===== src/rtl/rxr_pkg.sv =====
// Shared types for the receive reassembler.
// Assumes the 32-bit trailer bit order given in the brief.
package rxr_pkg;
    localparam int FOOTER_W = 32;

    // Trailer fields used by the datapath (vendor bits and parity bit left out)
    typedef struct packed {
        logic       exst;
        logic       hdrb;
        logic       sync;
        logic [4:0] rba;
        logic       dv;
        logic       sv;
        logic [3:0] swo;
        logic       fd;
        logic       ev;
        logic [5:0] ebo;
        logic       tsa;
        logic       tsp;
        logic [4:0] txc;
    } rx_fields_t;
endpackage


===== src/rtl/rxr_footer_check.sv =====
// Trailer decoder: splits the 32-bit trailer into named fields and checks odd parity.
// Assumes: purely combinational, the caller decides when the result is used.
module rxr_footer_check
    import rxr_pkg::*;
(
    input  logic [FOOTER_W-1:0] raw_i,
    output rx_fields_t          fields_o,
    output logic                par_ok_o
);
    // odd parity over all bits, parity bit included
    assign par_ok_o = ^raw_i;

    // field extraction by bit position
    always_comb begin
        fields_o.exst = raw_i[31];
        fields_o.hdrb = raw_i[30];
        fields_o.sync = raw_i[29];
        fields_o.rba  = raw_i[28:24];
        fields_o.dv   = raw_i[21];
        fields_o.sv   = raw_i[20];
        fields_o.swo  = raw_i[19:16];
        fields_o.fd   = raw_i[15];
        fields_o.ev   = raw_i[14];
        fields_o.ebo  = raw_i[13:8];
        fields_o.tsa  = raw_i[7];
        fields_o.tsp  = raw_i[6];
        fields_o.txc  = raw_i[5:1];
    end
endmodule


===== src/rtl/rxr_chunk_walk.sv =====
// Chunk walker: accepts one chunk when idle and plans two byte segments
// (tail of the old frame, head of a new one). It then emits one payload byte
// per cycle with first/last/error markers, and tracks whether a frame is open.
// Assumes: the caller supplies decoded fields and parity status for the
// presented trailer; the payload is latched at acceptance.
module rxr_chunk_walk
    import rxr_pkg::*;
#(
    parameter int PAYLOAD_WORDS = 16
) (
    input  logic                        clk,
    input  logic                        rst_n,
    input  logic                        chunk_valid_i,
    input  logic [PAYLOAD_WORDS*32-1:0] chunk_payload_i,
    input  rx_fields_t                  fields_i,
    input  logic                        par_ok_i,
    output logic                        chunk_ready_o,
    output logic                        byte_valid_o,
    output logic [7:0]                  byte_data_o,
    output logic                        byte_first_o,
    output logic                        byte_last_o,
    output logic                        byte_err_o,
    output logic                        first_tsa_o,
    output logic                        first_tsp_o,
    output logic                        abort_o,
    output logic                        frame_err_o,
    output logic                        footer_err_o,
    output logic [4:0]                  st_rba_o,
    output logic [4:0]                  st_txc_o,
    output logic                        st_exst_o,
    output logic                        st_hdrb_o,
    output logic                        st_sync_o
);
    localparam int PAYLOAD_BYTES = PAYLOAD_WORDS * 4;
    localparam int IDX_W         = $clog2(PAYLOAD_BYTES);
    localparam logic [IDX_W-1:0] LAST_IDX = IDX_W'(PAYLOAD_BYTES - 1);

    logic                       busy_q;
    logic [IDX_W-1:0]           idx_q;
    logic [PAYLOAD_BYTES*8-1:0] pay_q;
    logic                       open_q;
    logic                       s0_en_q, s0_eof_q, s0_err_q;
    logic [IDX_W-1:0]           s0_hi_q;
    logic                       s1_en_q, s1_eof_q, s1_err_q, s1_tsa_q, s1_tsp_q;
    logic [IDX_W-1:0]           s1_lo_q, s1_hi_q;
    logic                       abort_q, ferr_q, perr_q;

    logic                       accept;
    logic                       has_start, has_end, end_first;
    logic [IDX_W-1:0]           sb, eb;
    logic                       n_s0_en, n_s0_eof, n_s1_en, n_s1_eof;
    logic [IDX_W-1:0]           n_s0_hi, n_s1_hi;
    logic                       n_ferr, n_abort, n_open;
    logic                       in0, in1;

    assign accept        = chunk_valid_i && !busy_q;
    assign chunk_ready_o = !busy_q;

    // plan the segments of the presented chunk against the current frame state
    always_comb begin
        has_start = fields_i.dv && fields_i.sv;
        has_end   = fields_i.dv && fields_i.ev;
        sb        = IDX_W'({fields_i.swo, 2'b00});
        eb        = IDX_W'(fields_i.ebo);
        end_first = has_end && (!has_start || (eb < sb));
        n_s0_en   = fields_i.dv && open_q && (!has_start || end_first);
        n_s0_hi   = end_first ? eb : LAST_IDX;
        n_s0_eof  = end_first;
        n_s1_en   = has_start;
        n_s1_eof  = has_end && !end_first;
        n_s1_hi   = n_s1_eof ? eb : LAST_IDX;
        n_ferr    = (end_first && !open_q) || (has_start && !end_first && open_q);
        n_abort   = has_start && !end_first && open_q;
        if (has_start)      n_open = !n_s1_eof;
        else if (end_first) n_open = 1'b0;
        else                n_open = open_q;
    end

    // accept a chunk, latch its plan and status, then step through the payload
    always_ff @(posedge clk) begin
        if (!rst_n) begin
            busy_q   <= 1'b0;
            idx_q    <= '0;
            pay_q    <= '0;
            open_q   <= 1'b0;
            s0_en_q  <= 1'b0;
            s0_hi_q  <= '0;
            s0_eof_q <= 1'b0;
            s0_err_q <= 1'b0;
            s1_en_q  <= 1'b0;
            s1_lo_q  <= '0;
            s1_hi_q  <= '0;
            s1_eof_q <= 1'b0;
            s1_err_q <= 1'b0;
            s1_tsa_q <= 1'b0;
            s1_tsp_q <= 1'b0;
            abort_q  <= 1'b0;
            ferr_q   <= 1'b0;
            perr_q   <= 1'b0;
            st_rba_o <= '0;
            st_txc_o <= '0;
            st_exst_o <= 1'b0;
            st_hdrb_o <= 1'b0;
            st_sync_o <= 1'b0;
        end else begin
            abort_q <= 1'b0;
            ferr_q  <= 1'b0;
            perr_q  <= 1'b0;
            if (accept) begin
                if (!par_ok_i) begin
                    perr_q  <= 1'b1;
                    abort_q <= open_q;
                    open_q  <= 1'b0;
                    s0_en_q <= 1'b0;
                    s1_en_q <= 1'b0;
                end else begin
                    st_rba_o  <= fields_i.rba;
                    st_txc_o  <= fields_i.txc;
                    st_exst_o <= fields_i.exst;
                    st_hdrb_o <= fields_i.hdrb;
                    st_sync_o <= fields_i.sync;
                    pay_q     <= chunk_payload_i;
                    open_q    <= n_open;
                    abort_q   <= n_abort;
                    ferr_q    <= n_ferr;
                    s0_en_q   <= n_s0_en;
                    s0_hi_q   <= n_s0_hi;
                    s0_eof_q  <= n_s0_eof;
                    s0_err_q  <= n_s0_eof && fields_i.fd;
                    s1_en_q   <= n_s1_en;
                    s1_lo_q   <= sb;
                    s1_hi_q   <= n_s1_hi;
                    s1_eof_q  <= n_s1_eof;
                    s1_err_q  <= n_s1_eof && fields_i.fd;
                    s1_tsa_q  <= fields_i.tsa;
                    s1_tsp_q  <= fields_i.tsp;
                    busy_q    <= n_s0_en || n_s1_en;
                    idx_q     <= '0;
                end
            end else if (busy_q) begin
                idx_q <= idx_q + 1'b1;
                if (idx_q == LAST_IDX) busy_q <= 1'b0;
            end
        end
    end

    // classify the current byte into old-frame tail or new-frame head
    always_comb begin
        in0          = s0_en_q && (idx_q <= s0_hi_q);
        in1          = s1_en_q && (idx_q >= s1_lo_q) && (idx_q <= s1_hi_q);
        byte_valid_o = busy_q && (in0 || in1);
        byte_data_o  = pay_q[{idx_q, 3'b000} +: 8];
        byte_first_o = busy_q && in1 && (idx_q == s1_lo_q);
        byte_last_o  = busy_q && ((in0 && s0_eof_q && (idx_q == s0_hi_q)) ||
                                  (in1 && s1_eof_q && (idx_q == s1_hi_q)));
        byte_err_o   = byte_last_o && (in0 ? s0_err_q : s1_err_q);
        first_tsa_o  = s1_tsa_q;
        first_tsp_o  = s1_tsp_q;
    end

    assign abort_o      = abort_q;
    assign frame_err_o  = ferr_q;
    assign footer_err_o = perr_q;


    bad_footer_quiet_chk: assert property (@(posedge clk) disable iff (!rst_n)
        (chunk_valid_i && chunk_ready_o && !par_ok_i) |=> (footer_err_o && !byte_valid_o));

    status_hold_chk: assert property (@(posedge clk) disable iff (!rst_n)
        !(accept && par_ok_i) |=> ($stable(st_rba_o) && $stable(st_txc_o)));

    no_ready_while_emit_chk: assert property (@(posedge clk) disable iff (!rst_n)
        byte_valid_o |-> !chunk_ready_o);

    abort_has_cause_chk: assert property (@(posedge clk) disable iff (!rst_n)
        abort_o |-> (frame_err_o || footer_err_o));
endmodule


===== src/rtl/rxr_ts_strip.sv =====
// Timestamp stripper: when a frame starts with the timestamp flag set, the
// first TS_BYTES bytes of that frame are shifted into a register instead of
// being forwarded. The bytes may span chunks. Start-of-frame moves to the
// first forwarded byte. The parity of the captured value is checked against
// the trailer's timestamp parity bit.
// Assumes: a frame carrying a timestamp is longer than the timestamp.
module rxr_ts_strip #(
    parameter int TS_BYTES = 8
) (
    input  logic                  clk,
    input  logic                  rst_n,
    input  logic                  in_valid_i,
    input  logic [7:0]            in_data_i,
    input  logic                  in_first_i,
    input  logic                  in_last_i,
    input  logic                  in_err_i,
    input  logic                  in_tsa_i,
    input  logic                  in_tsp_i,
    input  logic                  abort_i,
    output logic                  out_valid_o,
    output logic [7:0]            out_data_o,
    output logic                  out_sof_o,
    output logic                  out_eof_o,
    output logic                  out_err_o,
    output logic                  ts_valid_o,
    output logic [TS_BYTES*8-1:0] ts_value_o,
    output logic                  ts_perr_o
);
    localparam int TS_W  = TS_BYTES * 8;
    localparam int CNT_W = $clog2(TS_BYTES + 1);
    localparam logic [CNT_W-1:0] TS_CNT = CNT_W'(TS_BYTES);

    logic [CNT_W-1:0] left_q, left_start;
    logic [TS_W-1:0]  shift_q, shifted;
    logic             tsp_q, tsp_now, sof_pend_q, strip;

    // decide whether this byte belongs to the timestamp or to the frame
    always_comb begin
        strip       = in_valid_i && (in_first_i ? in_tsa_i : (left_q != '0));
        left_start  = in_first_i ? TS_CNT : left_q;
        tsp_now     = in_first_i ? in_tsp_i : tsp_q;
        shifted     = {shift_q[TS_W-9:0], in_data_i};
        out_valid_o = in_valid_i && !strip;
        out_data_o  = in_data_i;
        out_sof_o   = out_valid_o && (in_first_i || sof_pend_q);
        out_eof_o   = out_valid_o && in_last_i;
        out_err_o   = out_eof_o && in_err_i;
    end

    // collect timestamp bytes and publish the value with its parity result
    always_ff @(posedge clk) begin
        if (!rst_n) begin
            left_q     <= '0;
            shift_q    <= '0;
            tsp_q      <= 1'b0;
            sof_pend_q <= 1'b0;
            ts_valid_o <= 1'b0;
            ts_value_o <= '0;
            ts_perr_o  <= 1'b0;
        end else begin
            ts_valid_o <= 1'b0;
            if (abort_i) begin
                left_q     <= '0;
                sof_pend_q <= 1'b0;
            end
            if (strip) begin
                shift_q <= shifted;
                left_q  <= left_start - 1'b1;
                tsp_q   <= tsp_now;
                if (left_start == CNT_W'(1)) begin
                    ts_valid_o <= 1'b1;
                    ts_value_o <= shifted;
                    ts_perr_o  <= ~(^{shifted, tsp_now});
                end
            end
            if (in_valid_i && in_first_i) sof_pend_q <= in_tsa_i;
            else if (out_valid_o)         sof_pend_q <= 1'b0;
        end
    end


    no_data_during_ts_chk: assert property (@(posedge clk) disable iff (!rst_n)
        (out_valid_o && !in_first_i) |-> (left_q == '0));

    ts_single_pulse_chk: assert property (@(posedge clk) disable iff (!rst_n)
        ts_valid_o |=> !ts_valid_o);
endmodule


===== src/rtl/mac_phy_rx_reassembler.sv =====
// Top of the receive reassembler: trailer decode, chunk walk and timestamp
// stripping in series.
// Assumes: one chunk per handshake, no backpressure on the byte stream.
module mac_phy_rx_reassembler
    import rxr_pkg::*;
#(
    parameter int PAYLOAD_WORDS = 16,
    parameter int TS_BYTES      = 8
) (
    input  logic                        clk,
    input  logic                        rst_n,
    input  logic                        chunk_valid,
    output logic                        chunk_ready,
    input  logic [PAYLOAD_WORDS*32-1:0] chunk_payload,
    input  logic [31:0]                 chunk_footer,
    output logic                        rx_valid,
    output logic [7:0]                  rx_data,
    output logic                        rx_sof,
    output logic                        rx_eof,
    output logic                        rx_err,
    output logic                        rx_abort,
    output logic                        framing_err,
    output logic                        footer_err,
    output logic                        ts_valid,
    output logic [TS_BYTES*8-1:0]       ts_value,
    output logic                        ts_perr,
    output logic [4:0]                  st_blocks_avail,
    output logic [4:0]                  st_tx_credits,
    output logic                        st_ext_status,
    output logic                        st_hdr_bad,
    output logic                        st_synced
);
    rx_fields_t fields;
    logic       par_ok;
    logic       b_valid, b_first, b_last, b_err, b_tsa, b_tsp, abort_w;
    logic [7:0] b_data;

    rxr_footer_check u_check (
        .raw_i    (chunk_footer),
        .fields_o (fields),
        .par_ok_o (par_ok)
    );

    rxr_chunk_walk #(.PAYLOAD_WORDS(PAYLOAD_WORDS)) u_walk (
        .clk             (clk),
        .rst_n           (rst_n),
        .chunk_valid_i   (chunk_valid),
        .chunk_payload_i (chunk_payload),
        .fields_i        (fields),
        .par_ok_i        (par_ok),
        .chunk_ready_o   (chunk_ready),
        .byte_valid_o    (b_valid),
        .byte_data_o     (b_data),
        .byte_first_o    (b_first),
        .byte_last_o     (b_last),
        .byte_err_o      (b_err),
        .first_tsa_o     (b_tsa),
        .first_tsp_o     (b_tsp),
        .abort_o         (abort_w),
        .frame_err_o     (framing_err),
        .footer_err_o    (footer_err),
        .st_rba_o        (st_blocks_avail),
        .st_txc_o        (st_tx_credits),
        .st_exst_o       (st_ext_status),
        .st_hdrb_o       (st_hdr_bad),
        .st_sync_o       (st_synced)
    );

    rxr_ts_strip #(.TS_BYTES(TS_BYTES)) u_strip (
        .clk         (clk),
        .rst_n       (rst_n),
        .in_valid_i  (b_valid),
        .in_data_i   (b_data),
        .in_first_i  (b_first),
        .in_last_i   (b_last),
        .in_err_i    (b_err),
        .in_tsa_i    (b_tsa),
        .in_tsp_i    (b_tsp),
        .abort_i     (abort_w),
        .out_valid_o (rx_valid),
        .out_data_o  (rx_data),
        .out_sof_o   (rx_sof),
        .out_eof_o   (rx_eof),
        .out_err_o   (rx_err),
        .ts_valid_o  (ts_valid),
        .ts_value_o  (ts_value),
        .ts_perr_o   (ts_perr)
    );

    assign rx_abort = abort_w;
endmodule


===== config.mk =====
export PLATFORM = sky130hd
export DESIGN_NAME = mac_phy_rx_reassembler
export DESIGN_NICKNAME = d
export VERILOG_FILES = /design/src/rtl/rxr_pkg.sv /design/src/rtl/rxr_footer_check.sv /design/src/rtl/rxr_chunk_walk.sv /design/src/rtl/rxr_ts_strip.sv /design/src/rtl/mac_phy_rx_reassembler.sv
export SDC_FILE = /design/constraint.sdc
export NUM_CORES = 2
export LEC_CHECK = 0
export BUFFER_PORTS_ARGS = -buffer_cell sky130_fd_sc_hd__buf_4
export CORE_MARGIN = 1.5
export CORE_UTILIZATION = 37
export CTS_CLUSTER_SIZE = 8
export DETAILED_ROUTE_END_ITERATION = 12
export GPL_ROUTABILITY_DRIVEN = 1
export GPL_TIMING_DRIVEN = 0
export HOLD_SLACK_MARGIN = 0.02
export MAX_ROUTING_LAYER = met4
export PLACE_DENSITY_LB_ADDON = 0.15
export SYNTH_ARGS = -nofsm -noshare
export SYNTH_HDL_FRONTEND = slang
export SYNTH_SLANG_ARGS = --single-unit

===== constraint.sdc =====
create_clock -name clk -period 3.5 [get_ports clk]
set_input_delay 0.7 -clock clk [delete_from_list [all_inputs] [get_ports clk]]
set_output_delay 0.7 -clock clk [all_outputs]
set_load 0.02 [all_outputs]

==> results.py <==
metrics = {
    "status": {
        "status": "finished, violations left",
        "failed_checks": "setup timing",
    },
    "routing": {
        "detail_route.iter0.violations": 1690,
        "viasPerCell": 5.21,
        "route.antenna.remaining_nets": 0,
        "dr.pass1.iters": 5,
        "drc_errors": 0,
        "detail_route.wirelength_microns": 130000,
        "wire_per_inst_microns": 24.3,
        "vias": 27890,
    },
    "clock_tree": {
        "cts_num_sinks": 688,
        "cts.clk_slew.worst_paths_ns": 0.06,
        "cts_max_path_buffers": 3,
        "htreeDepth": 3,
        "cts-hold-fix-buffers": 0,
        "clock_tree_from_tritoncts": "yes",
        "worst_skew_pair.late_latency_ns": 0.64,
        "clock-root-buffer": "sky130_fd_sc_hd__clkbuf_16",
        "cts_made_buffers": 96,
    },
    "sta": {
        "finClkSkew_ns": 0.0288,
        "timing.final.ws_setup_ns": -0.448,
        "report.final.hold_viol_count": 0,
        "final.hold.worst_slack_ns": 0.313,
        "max-slew-margin-rel_pct": 10.2,
        "finalSetupViolations": 13,
        "achievable-frequency_ghz": 0.253,
        "post-route-period-util_pct": 113,
        "finalWorstPathRequiredPeriod_ns": 3.95,
        "drv_slew": 0,
        "max_slew.worst_pin.slew_ns": 1.35,
        "setup_repair_after_global_routing_missed_its_margin": "true",
    },
    "die": {
        "die-height_microns": 293,
        "floorplan.io_pins": 642,
        "floorplan.die.width_microns": 293,
        "initial_core_util_pct": 37.2,
        "core_area_sq_um": 83300,
        "floorplan.die_area_sq_um": 85600,
        "count_of_standard_cell_rows": 106,
    },
    "yosys": {
        "async_set_or_reset_flop_fraction_in_the_synthesized_netlist_pct": 0,
        "ranking_of_synthesized_cells_by_area": "sky130_fd_sc_hd__dfxtp_1 (44%), sky130_fd_sc_hd__nand2_1 (15%), sky130_fd_sc_hd__a21boi_0 (14%)",
        "synth_cell_types": 62,
        "synth.yosys.warnings": 0,
        "synthesis.area_per_instance_sq_um": 9.02,
        "synthDominantCellAreaShare_pct": 44.4,
        "yosysSeqAreaShare_pct": 44.4,
        "most_area_hungry_cell_type_in_the_yosys_netlist": "sky130_fd_sc_hd__dfxtp_1",
        "synth.cells.most_frequent": "sky130_fd_sc_hd__nand2_1 (1265), sky130_fd_sc_hd__dfxtp_1 (688), sky130_fd_sc_hd__a21boi_0 (597)",
        "postSynth.topFlopCell": "sky130_fd_sc_hd__dfxtp_1",
        "syn-cell-area_sq_um": 31000,
        "number_of_enable_flip_flop_cells_after_synthesis": 0,
        "synth_seq_cells": 688,
        "synth_most_common_cell": "sky130_fd_sc_hd__nand2_1",
        "synthCells": 3439,
        "synthesis.nets": 4010,
    },
    "place": {
        "place.port_buffers": 640,
        "place_ws_ns": -1.78,
        "place.detailed.instances": 5160,
        "place.gp.congestion": 0.904,
        "placed_area_sq_um": 37200,
        "detailedPlacementHpwl_microns": 99000,
    },
    "worst_setup_path": {
        "timing.critical_path.from_type": "register",
        "critPathArrivalTime_ns": 3.25,
        "r2r.worst_path.cells": 13,
        "worst_setup_path_end_kind": "output pin",
        "maximum_fanout_along_the_worst_path": 5,
        "path_class": "reg2out",
        "worstPathRequired_ns": 2.80,
    },
    "hold_path": {
        "hp_class": "in2reg",
        "worst_hold_path_cell_count": 3,
    },
    "final_layout": {
        "layout-area-overhead-vs-synth_pct": 34.1,
        "final_layout_size_suffix_gt1_share_pct": 26.4,
        "finish.cell_count_without_fillers": 5353,
        "final_nets": 4828,
        "postLayoutCellArea_sq_um": 41600,
        "fillers": 8206,
    },
    "global_route": {
        "grt_start_max_net_pins": 15,
        "first_pass_grt_wire_length_microns": 184000,
        "global_route.overflow_total": 0,
        "number_of_antenna_violations_at_the_first_check_in_global_routing": 7,
        "global_router_s_overall_resource_usage_pct": 30.5,
        "grt_pass1_vias": 27601,
    },
    "pwr": {
        "ir_drop_uv": 538,
        "power.static_leakage_nw": 16.4,
        "overall_power_w": 0.0328,
        "p_per_area_nw_per_um2": 789,
    },
    "job": {
        "cap_viol_max_count": 0,
    },
}
==> area by class of cell <==
| class | instances | area, sq um | area share (%) |
|---|---|---|---|
| repair buffers | 725 | 5730 | 13.8 |
| inverters | 28 | 119 | 0.286 |
| multi-input cells | 2454 | 16300 | 39.2 |
| diodes | 7 | 17.5 | 0.0421 |
| clock inverters | 6 | 128 | 0.307 |
| well taps | 1080 | 1350 | 3.25 |
| plain buffers | 264 | 1670 | 4.01 |
| clock buffers | 101 | 2480 | 5.97 |
| flip-flops and latches | 688 | 13800 | 33.1 |
==> per-stage QoR <==
step / TNS [ns] / util [%]
floorplan: -0.125 / -
finish: -4.95 / 49.9
CTS: -5.19 / 49.5
global route: -8.97 / 49.9
global placement: -981.78 / 44.7
detailed placement: -818.99 / 44.7
==> worst max-delay path, cell delays in order (launching register included) <==
cell and delay, ns:
sky130_fd_sc_hd__dfxtp_2 0.35, sky130_fd_sc_hd__buf_12 0.14, sky130_fd_sc_hd__buf_16 0.13, sky130_fd_sc_hd__buf_4 0.14
sky130_fd_sc_hd__mux4_2 0.50, sky130_fd_sc_hd__mux4_2 0.53, sky130_fd_sc_hd__and2_4 0.19, sky130_fd_sc_hd__a311oi_4 0.31
sky130_fd_sc_hd__a31oi_4 0.13, sky130_fd_sc_hd__buf_6 0.18
==> state kept, by name, indices dropped and copies added, names as in the netlist, 4 cells and up <==
signal / cells
u_walk.st_txc_o: 5
u_strip.left_q: 4
u_walk.s1_lo_q: 4
u_walk.s1_hi_q: 6
u_strip.ts_value_o: 64
u_strip.shift_q: 56
u_walk.s0_hi_q: 6
u_walk.pay_q: 512
u_walk.idx_q: 6
u_walk.st_rba_o: 5
==> kinds of logic (layout without fill, tap and decap cells) <==
logic type,Yosys count,in the layout,synth area share [%]
AND/OR/NAND/NOR,1444,1444,18.5
other,0,7,0
flip-flops,688,688,44.4
AO/OA/AOI/OAI,675,675,16.4
XOR/XNOR,95,95,2.84
adder cells (fa/ha/maj),24,24,0.968
buffers and inverters,297,1124,4.07
multiplexers,216,216,12.9
==> cells in the final DEF, fill, tap and decap left out, types with 65 or more instances in the layout <==
cell	n
sky130_fd_sc_hd__clkbuf_1	156
sky130_fd_sc_hd__nor2b_1	65
sky130_fd_sc_hd__xnor2_1	75
sky130_fd_sc_hd__mux4_2	140
sky130_fd_sc_hd__dfxtp_1	684
sky130_fd_sc_hd__nand2_1	1259
sky130_fd_sc_hd__a21boi_0	593
sky130_fd_sc_hd__mux2i_1	66
sky130_fd_sc_hd__clkbuf_16	100
sky130_fd_sc_hd__buf_4	693
==> final timing paths <==
check        slack, ns                                   to                           startpoint
max              -0.45                           rx_data[1]         u_walk.idx_q[0]$_SDFFE_PN0P_
min               0.31       u_walk.pay_q[355]$_SDFFE_PN0P_                   chunk_payload[355]
max reg2reg      -0.06       u_strip.ts_perr_o$_SDFFE_PN0P_         u_walk.idx_q[0]$_SDFFE_PN0P_
min reg2reg       0.45  u_strip.ts_value_o[63]$_SDFFE_PN0P_  u_strip.ts_value_o[63]$_SDFFE_PN0P_
==> what timing repair did <==
item | CTS | global route
endpoints found under the setup margin | 691 | 427
resized for setup | 238 | 77
setup buffers | 57 | 26
gates cloned | 1 | 1
pin swaps | 23 | 12
==> report_power, final <==
group | internal (W) | leakage [nW] | total (W) | switching [W]
sequential | 0.0103 | 5.61 | 0.0116 | 0.00133
combinational | 0.00455 | 9.49 | 0.0128 | 0.00828
clock | 0.00497 | 1.28 | 0.00841 | 0.00344
==> per-layer routing <==
layer	track usage [%]	vias up	share of wire (%)
li1	-	13143	-
met1	37.5	13561	41
met2	51.4	980	49
met3	4.23	206	6.1
met4	10.2	0	3.4
met5	-	-	0
No activity file was read; power rests on OpenSTA's default activity.
